**src/rtl/spi_dbuf_pkg.sv**
```systemverilog
package spi_dbuf_pkg;
  // Serial format selection, held stable during a transfer
  typedef struct packed {
    logic cpol;       // idle level of the serial clock
    logic cpha;       // 0: sample on odd edges, 1: sample on even edges
    logic lsb_first;  // 1: bit 0 travels first
  } spi_fmt_t;
endpackage

```
**src/rtl/spi_half_tick.sv**
```systemverilog
// Half-period strobe for the serial clock; HALF_DIV must be at least 2.
module spi_half_tick #(
  parameter int HALF_DIV = 4
) (
  input  logic clk,
  input  logic rst,
  input  logic run,
  output logic tick
);
  localparam int CW = $clog2(HALF_DIV);
  localparam logic [CW-1:0] LAST = CW'(HALF_DIV - 1);

  logic [CW-1:0] cnt;

  always_ff @(posedge clk) begin
    if (rst || !run)       cnt <= '0;
    else if (cnt == LAST)  cnt <= '0;
    else                   cnt <= cnt + 1'b1;
  end

  assign tick = run && (cnt == LAST);

  AST_TICK_SPACING: assert property (@(posedge clk) disable iff (rst)
    tick |=> !tick);
endmodule

```
**src/rtl/spi_hold_reg.sv**
```systemverilog
// One-entry holding slot: a push is taken only while empty.
module spi_hold_reg #(
  parameter int W = 8
) (
  input  logic         clk,
  input  logic         rst,
  input  logic         push,
  input  logic [W-1:0] din,
  input  logic         pop,
  output logic         full,
  output logic [W-1:0] dout
);
  logic take_in;
  assign take_in = push && !full;

  always_ff @(posedge clk) begin
    if (rst) begin
      full <= 1'b0;
      dout <= '0;
    end else begin
      if (take_in)   full <= 1'b1;
      else if (pop)  full <= 1'b0;
      if (take_in)   dout <= din;
    end
  end

  AST_FULL_KEEPS: assert property (@(posedge clk) disable iff (rst)
    full && push && !pop |=> full && $stable(dout));
endmodule

```
**src/rtl/spi_shift_engine.sv**
```systemverilog
// Serialiser/deserialiser with the four clock formats.
module spi_shift_engine
  import spi_dbuf_pkg::*;
#(
  parameter int DATA_W = 8
) (
  input  logic              clk,
  input  logic              rst,
  input  spi_fmt_t          fmt,
  input  logic              tick,
  input  logic              avail,
  input  logic [DATA_W-1:0] tx_byte,
  output logic              take,
  output logic              done,
  output logic              busy,
  output logic [DATA_W-1:0] rx_byte,
  output logic              sck_o,
  output logic              mosi_o,
  output logic              ss_n_o,
  input  logic              miso
);
  localparam int EDGES = 2 * DATA_W;
  localparam int EW    = $clog2(EDGES + 1);
  localparam logic [EW-1:0] LAST_EDGE = EW'(EDGES);

  logic [EW-1:0]     edge_cnt;
  logic [EW-1:0]     next_edge;
  logic [DATA_W-1:0] tx_sh;
  logic [DATA_W-1:0] rx_sh;
  logic              sck_q, mosi_q, ss_q;
  logic              sample_now;
  logic              free;

  function automatic logic head_bit(input logic [DATA_W-1:0] v, input logic lsb);
    return lsb ? v[0] : v[DATA_W-1];
  endfunction

  function automatic logic [DATA_W-1:0] advance(input logic [DATA_W-1:0] v, input logic lsb);
    return lsb ? (v >> 1) : (v << 1);
  endfunction

  assign next_edge  = edge_cnt + 1'b1;
  // odd edges sample when phase is 0, even edges sample when phase is 1
  assign sample_now = next_edge[0] ^ fmt.cpha;
  assign done       = busy && tick && (edge_cnt == LAST_EDGE);
  assign free       = !busy || done;
  assign take       = free && avail;

  always_ff @(posedge clk) begin
    if (rst) begin
      busy     <= 1'b0;
      edge_cnt <= '0;
      sck_q    <= 1'b0;
      mosi_q   <= 1'b0;
      ss_q     <= 1'b1;
      tx_sh    <= '0;
      rx_sh    <= '0;
    end else if (take) begin
      busy     <= 1'b1;
      ss_q     <= 1'b0;
      edge_cnt <= '0;
      if (!fmt.cpha) begin
        mosi_q <= head_bit(tx_byte, fmt.lsb_first);
        tx_sh  <= advance(tx_byte, fmt.lsb_first);
      end else begin
        tx_sh  <= tx_byte;
      end
    end else if (done) begin
      busy   <= 1'b0;
      ss_q   <= 1'b1;
      mosi_q <= 1'b0;
    end else if (busy && tick && (edge_cnt != LAST_EDGE)) begin
      edge_cnt <= next_edge;
      sck_q    <= ~sck_q;
      if (sample_now) begin
        rx_sh <= fmt.lsb_first ? {miso, rx_sh[DATA_W-1:1]}
                               : {rx_sh[DATA_W-2:0], miso};
      end else if (fmt.cpha || (next_edge != LAST_EDGE)) begin
        mosi_q <= head_bit(tx_sh, fmt.lsb_first);
        tx_sh  <= advance(tx_sh, fmt.lsb_first);
      end
    end
  end

  assign rx_byte = rx_sh;
  assign sck_o   = sck_q ^ fmt.cpol;
  assign mosi_o  = mosi_q;
  assign ss_n_o  = ss_q;

  AST_SCK_ONLY_SELECTED: assert property (@(posedge clk) disable iff (rst)
    !$stable(sck_q) |-> !ss_q);
  AST_EDGE_BOUND: assert property (@(posedge clk) disable iff (rst)
    edge_cnt <= LAST_EDGE);
  AST_SCK_IDLE_LEVEL: assert property (@(posedge clk) disable iff (rst)
    !busy |-> (sck_o == fmt.cpol));
  AST_MOSI_IDLE_LOW: assert property (@(posedge clk) disable iff (rst)
    !busy |-> !mosi_o && ss_n_o);
endmodule

```
**src/rtl/spi_dbuf_master.sv**
```systemverilog
module spi_dbuf_master
  import spi_dbuf_pkg::*;
#(
  parameter int DATA_W   = 8,
  parameter int HALF_DIV = 4
) (
  input  logic              clk,
  input  logic              rst,
  input  logic              cfg_cpol,
  input  logic              cfg_cpha,
  input  logic              cfg_lsb_first,
  input  logic              tx_valid,
  input  logic [DATA_W-1:0] tx_data,
  output logic              tx_ready,
  output logic              rx_valid,
  output logic [DATA_W-1:0] rx_data,
  input  logic              rx_ready,
  output logic              sck,
  output logic              mosi,
  input  logic              miso,
  output logic              ss_n
);
  spi_fmt_t          fmt;
  logic              tx_full;
  logic [DATA_W-1:0] tx_q;
  logic [DATA_W-1:0] shift_rx;
  logic              take, done, busy, tick;

  assign fmt = '{cpol: cfg_cpol, cpha: cfg_cpha, lsb_first: cfg_lsb_first};

  spi_hold_reg #(.W(DATA_W)) i_tx_slot (
    .clk(clk), .rst(rst),
    .push(tx_valid), .din(tx_data), .pop(take),
    .full(tx_full), .dout(tx_q)
  );

  spi_hold_reg #(.W(DATA_W)) i_rx_slot (
    .clk(clk), .rst(rst),
    .push(done), .din(shift_rx), .pop(rx_ready),
    .full(rx_valid), .dout(rx_data)
  );

  spi_half_tick #(.HALF_DIV(HALF_DIV)) i_tick (
    .clk(clk), .rst(rst), .run(busy), .tick(tick)
  );

  spi_shift_engine #(.DATA_W(DATA_W)) i_engine (
    .clk(clk), .rst(rst), .fmt(fmt), .tick(tick),
    .avail(tx_full), .tx_byte(tx_q),
    .take(take), .done(done), .busy(busy), .rx_byte(shift_rx),
    .sck_o(sck), .mosi_o(mosi), .ss_n_o(ss_n), .miso(miso)
  );

  assign tx_ready = !tx_full;

  AST_LOAD_FREES_SLOT: assert property (@(posedge clk) disable iff (rst)
    take |=> tx_ready);
  AST_DONE_FILLS_RX: assert property (@(posedge clk) disable iff (rst)
    done && !rx_valid |=> rx_valid);
  AST_OVERRUN_KEEPS_OLD: assert property (@(posedge clk) disable iff (rst)
    done && rx_valid |=> $stable(rx_data));
  AST_CHAIN_HOLDS_SELECT: assert property (@(posedge clk) disable iff (rst)
    done && take |=> !ss_n);
endmodule

```
**config.mk**
```make
export PLATFORM = sky130hd
export DESIGN_NAME = spi_dbuf_master
export DESIGN_NICKNAME = d
export VERILOG_FILES = /design/src/rtl/spi_dbuf_pkg.sv /design/src/rtl/spi_half_tick.sv /design/src/rtl/spi_hold_reg.sv /design/src/rtl/spi_shift_engine.sv /design/src/rtl/spi_dbuf_master.sv
export SDC_FILE = /design/constraint.sdc
export NUM_CORES = 1
export LEC_CHECK = 0
export CELL_PAD_IN_SITES_DETAIL_PLACEMENT = 0
export CELL_PAD_IN_SITES_GLOBAL_PLACEMENT = 1
export CORE_MARGIN = 2
export CORE_UTILIZATION = 43
export CTS_CLUSTER_SIZE = 16
export DETAILED_ROUTE_END_ITERATION = 16
export DONT_BUFFER_PORTS = 1
export GPL_TIMING_DRIVEN = 0
export PLACE_DENSITY = 0.83
export SYNTH_ARGS = -nofsm -noshare
export SYNTH_HDL_FRONTEND = slang
export SYNTH_SLANG_ARGS = --single-unit
```
**constraint.sdc**
```tcl
create_clock -name clk -period 1.9 [get_ports clk]
set_clock_uncertainty 0.1 [all_clocks]
set_input_delay 0.19 -clock clk [delete_from_list [all_inputs] [get_ports clk]]
set_output_delay 0.19 -clock clk [all_outputs]
set_load 0.01 [all_outputs]
```
# ---- Yosys cells after proc, flatten, opt, wreduce, memory -nomap -nowiden
# Cells that the tools add are included.
# Widths: inputs -> output; s select.
dict set report classes {
  bitwise 5
  div 0
  addsub 2
  n_reduce_logical 27
  mul 0
  mux 25
  shift 0
  n_eq_ne 8
  magnitude_cmp 0
}
# op n
set ops {}
lappend ops {{$mux 8} 9}
lappend ops {{$mux 1} 16}
lappend ops {{$reduce_and 4->1} 3}
lappend ops {{$ne 5x5->1 const B} 2}
lappend ops {{$reduce_bool 2->1} 5}
lappend ops {{$logic_and 1x1->1} 7}
lappend ops {{$reduce_bool 3->1} 2}
lappend ops {{$add 5x1->5 const B} 1}
lappend ops {{$eq 5x5->1 const B} 1}
lappend ops {{$ne 2x1->1 const B} 2}
lappend ops {{$reduce_or 2->1} 2}
lappend ops {{$logic_not 1->1} 3}
lappend ops {{$logic_or 1x1->1} 3}
lappend ops {{$ne 3x1->1 const B} 1}
lappend ops {{$not 1->1} 3}
lappend ops {{$reduce_and 3->1} 1}
lappend ops {{$add 2x1->2 const B} 1}
lappend ops {{$eq 2x2->1 const B} 1}
lappend ops {{$ne 2x2->1 const B} 1}
lappend ops {{$reduce_and 2->1} 1}
lappend ops {{$xor 1x1->1} 2}
dict set report word_totals {
  output_inout_bits 13
  word_cells 79
  in_bits 16
  register_bits 45
  rom_bits 0
  ram_bits 0
  n_memories 0
  latch_bits 0
}

# ---- Depth between registers and ports, before layout
dict set report logic_depth {
  depth_word 8
  depth_mapped 8
  mapped_depth_nobuf 7
}

# ---- Cells and area by module
# Synthesis repeated with hierarchy kept, for this count alone.
dict set report unflattened {
  cells_unflattened 262
  hier_area_um2 2448.6
}
# module instances seq_area_each_um2 cells_each area_per_inst_um2
set modules_own_cells {}
lappend modules_own_cells {spi_shift_engine 1 500.5 179 1512.7}
lappend modules_own_cells {spi_hold_reg 2 180.2 38 422.9}
lappend modules_own_cells {spi_half_tick 1 40.0 6 86.3}
lappend modules_own_cells {spi_dbuf_master 1 0.0 1 3.8}

# ---- Worst setup path after synthesis
# No wires, ideal clock.
dict set report synth_path {
  path_kind {register -> register}
  start {register i_engine.edge_cnt[0]}
  end {register i_engine.tx_sh[7]}
  period_less_slack_ns 1.932
  path_buffers 1
  setup_time_ns 0.133
  path_slack_ns -0.032
  t_required_ns 1.667
  arrival_ns 1.700
  stages_incl_launch_ff 9
  cell_sequence {dfxtp_1 -> inv_1 -> ha_1 -> and4bb_4 -> nor3_2 -> o21ai_4 -> buf_6 -> a211oi_2 -> a311oi_2}
}
dict set report synth_between {
  elab_cells_between_ends 16
  classes_between {add/sub: 1; eq/ne: 5; mux: 1; bitwise: 1; reduce/logical: 8}
}
# item line
set synth_lines {}
lappend synth_lines {{from (decl)} spi_shift_engine.sv:26} ;# logic [EW-1:0] edge_cnt;
lappend synth_lines {{from (signal assigned)} spi_shift_engine.sv:73} ;# edge_cnt <= next_edge;
lappend synth_lines {{$add 5x1->5 *} spi_shift_engine.sv:42} ;# assign next_edge = edge_cnt + 1'b1;
lappend synth_lines {{named net i_engine.next_edge[0]} spi_shift_engine.sv:27} ;# logic [EW-1:0] next_edge;
lappend synth_lines {{$ne 5x5->1} spi_shift_engine.sv:78} ;# end else if (fmt.cpha || (next_edge != LAST_EDGE)) begin
lappend synth_lines {{$logic_or 1x1->1} spi_shift_engine.sv:78}
lappend synth_lines {{$reduce_bool 2->1 (no source line)} --}
lappend synth_lines {{$reduce_and 4->1 (no source line) *} --}
lappend synth_lines {{to (signal assigned)} spi_shift_engine.sv:64} ;# tx_sh <= advance(tx_byte, fmt.lsb_first);
lappend synth_lines {{to (signal assigned)} spi_shift_engine.sv:66} ;# tx_sh <= tx_byte;
lappend synth_lines {{to (signal assigned)} spi_shift_engine.sv:80} ;# tx_sh <= advance(tx_sh, fmt.lsb_first);
lappend synth_lines {{to (decl)} spi_shift_engine.sv:28} ;# logic [DATA_W-1:0] tx_sh;
# Mark *: on every way through the listed nets, which the timed path passes. The rest lies on a longest branch.
# A chain may end at the register's enable or synchronous reset.

# ---- Worst setup path after layout
dict set report layout_path {
  start {register i_engine.edge_cnt[0]}
  end {register i_engine.tx_sh[0]}
}
# Same word-level chain as after synthesis.

==> flow_summary.ini <==
[cts]
cts_root_buf = clkbuf_8
clk_pin_slew_worst_paths_ps = 90
cts.sinks = 45
cts-buffers-inserted = 5
cts_tree = built
cts_buffer_depth = 2
cts-htree-levels = 2
clkLatencyLatePin_ps = 300

[worst_setup_path]
endpoint_kind = flip-flop
worstPathRequired_ps = 2010
critPathMaxFanout = 6
start_kind = flip-flop
timing.rr.start = i_engine.edge_cnt[0]
r2r_slack_ps = -30
reg2reg_depth = 7
critical_path_class = flip-flop to flip-flop
arrival_ps = 2040
rr_endpoint = i_engine.tx_sh[0]

[global_route]
antenna_found_initial = 0
gr-total-overflow = 0
grt_max_degree = 15
track_usage_pct = 20.1
first_global_vias = 2050
grt_pass1_wl_um = 9910

[synth]
synth.top_cell.area_share_pct = 37.5
synth.avg_cell_area_sq_um = 8.95
synth.area.top_cells = dfxtp_1 (38%), mux2i_1 (13%), nor2_1 (7.2%)
ys_ff_latch = 45
netlist_area_sq_um = 2400
yosysSeqAreaShare_pct = 37.5
yosysWarnings = 0
synth_area_leader_cell = dfxtp_1
synth-edff-count = 0
synth_most_common_cell = nor2_1
synthFlopType = dfxtp_1
ys_types = 46
synth_common_cells = nor2_1 (46), dfxtp_1 (45), mux2i_1 (32)
synthCells = 268
syn_nets = 288
async_flop_share_pct = 0

[floorplanning]
start_util_pct = 44.1
io_pins = 29
die_area_sq_um = 6190
rows = 27
die_y_um = 78.7
core_area_sq_um = 5440
die_w_um = 78.7

[power_and_ir_drop]
pwr-share-seq_pct = 47.8
clkPwrFrac_pct = 37.2
internal_power_mw = 1.54
p_leak_nw = 1.12
powerDensity_nw_per_um2 = 688
swShare_pct = 25.8
combPwrFrac_pct = 15.0
peakVddDrop_uv = 470
p_switching_mw = 0.536

[detailed_routing]
drc = 0
dr.first_iter.drc_count = 164
via_count = 2057
viasPerCell = 5.50
wl_per_cell_um = 16.2
dr.pass1.iters = 4
routed_wl_um = 6060
drtAntennaViolNets = 0

[layout]
syn_to_final_growth_pct = 26.0
num-fill-cells = 474
utilization_pct = 55.6
ff_latch_area_sq_um = 908
drive_above_1_share_pct = 24.8
multi_input_area_sq_um = 1470
antenna_cells = 0
nets = 321
design_area_sq_um = 3020

[job]
cap_violations = 0

[outcome]
outcome = complete, but fails checks
failed_checks = setup timing

[worst_hold_path]
hp-start = miso
holdCritPathClass = input pin to flip-flop
min_to = i_engine.rx_byte[0]
min_path_cells = 4

[sta]
rsz0062_at_grt = true
post-route-worst-setup-slack_ps = -29.2
max_freq_mhz = 518
finalMaxSlewViolations = 0
slew-limit-headroom_pct = 57.7
setup_violations = 3
fin_crit_ps = 1930
hold_violations = 0
fin_crit_sh_pct = 102
tightest_slew_ps = 635

[placed_design]
gp_congestion = 0.793
dpl_cell_area_sq_um = 2490
port_buffers = 0
place_hpwl_um = 3740
-- sequential cells by signal, indices dropped and copies added (netlist names) --
| signal | count |
|---|---|
| i_rx_slot.dout | 8 |
| i_rx_slot.full | 1 |
| i_engine.mosi_o | 1 |
| i_engine.busy | 1 |
| i_tx_slot.dout | 8 |
| i_engine.tx_sh | 8 |
| i_tick.cnt | 2 |
| i_engine.rx_byte | 8 |
| i_engine.ss_n_o | 1 |
| i_tx_slot.full | 1 |
| i_engine.sck_q | 1 |
| i_engine.edge_cnt | 5 |
-- cell families after synthesis --
logic type,count (synthesis),share of synthesized area (%)
AO/OA/AOI/OAI,55,17.9
XOR/XNOR,6,2.19
adder cells (fa/ha/maj),4,2.09
buffers and inverters,28,6.00
flip-flops,45,37.5
multiplexers,34,14.4
AND/OR/NAND/NOR,96,19.9
-- cell usage in the layout, fill, tap and decap left out, drive strengths merged, types with 2 or more instances in the layout --
cell         count
a31oi            2
inv              7
dlygate4sd3     10
o21ai            7
nand4            2
a21oi           18
buf             30
xnor2            4
mux2             2
a311oi           2
clkbuf          12
nor2b            9
dfxtp           45
nand3            9
nor2            46
nor3            10
nor3b            2
mux2i           32
xor2             2
a211o            6
nand2            9
nand2b           3
a211oi          14
ha               4
-- per-stage QoR --
step	instances	hold WS [ps]	power (mW)	setup TNS [ps]	worst slack, ps
after CTS	371	51.4	2.06	0	0.837
after global placement	340	240	1.24	-1700	-218
final	374	52.7	2.08	-48.4	-29.2
after detailed placement	340	250	1.24	-1740	-221
after global routing	374	70.2	2.16	-567	-111
after floorplan	268	238	1.20	0	40.4
-- power groups by stage --
stage               logic, mW  registers [mW]  clock network, mW
floorplan               0.188            1.01                  0
global placement        0.228            1.01                  0
detailed placement      0.229            1.01                  0
CTS                     0.273           0.992              0.790
global route            0.335           0.997              0.827
finish                  0.312           0.993              0.774
-- per-layer routing --
metal	global-route usage [%]	up-vias	part of all wire, %
li1	-	1020	-
met1	24.8	958	43
met2	33.2	62	50
met3	5.00	17	5.2
met4	8.77	0	2.6
met5	0	-	0
-- what timing repair did --
| action | 4_1_cts | 5_1_grt |
|---|---|---|
| setup buffers | 11 | 3 |
| hold buffers | 10 | 0 |
| endpoints found under the setup margin | 25 | 19 |
| gates cloned | 2 | 0 |
| pin swaps | 6 | 12 |
| gates resized for setup | 14 | 20 |
| hold endpoints to repair | 10 | 0 |
-- critical path, cell delays in order (launching register included) --
cell and delay (ps):
dfxtp_4 400, inv_4 50, ha_4 150, and4bb_4 240
a31oi_4 360, buf_6 190, a22oi_2 90, a311oi_2 260
-- layout make-up --
class                           count  share of cell area [%]
Sequential cell                    45                    30.0
Buffer                             21                    4.51
Inverter                            7                   0.952
Clock inverter                      2                    1.24
Clock buffer                        6                    2.73
Timing Repair Buffer               25                    9.02
Multi-Input combinational cell    196                    48.5
Tap cell                           72                    2.98
-- how the worst max path moves through the flow --
stage | end | depth (start not counted) | slack (ps) | from
floorplan | i_engine.tx_sh[7] | 8 | 40 | i_engine.edge_cnt[0]
global placement | i_engine.tx_sh[0] | 7 | -220 | i_engine.edge_cnt[0]
detailed placement | i_engine.tx_sh[0] | 7 | -220 | i_engine.edge_cnt[0]
CTS | i_engine.tx_sh[1] | 8 | 0.8 | i_engine.edge_cnt[0]
global route | i_engine.tx_sh[0] | 7 | -110 | i_engine.edge_cnt[0]
finish | i_engine.tx_sh[0] | 7 | -30 | i_engine.edge_cnt[0]
Power figures use the tool's default switching activity.
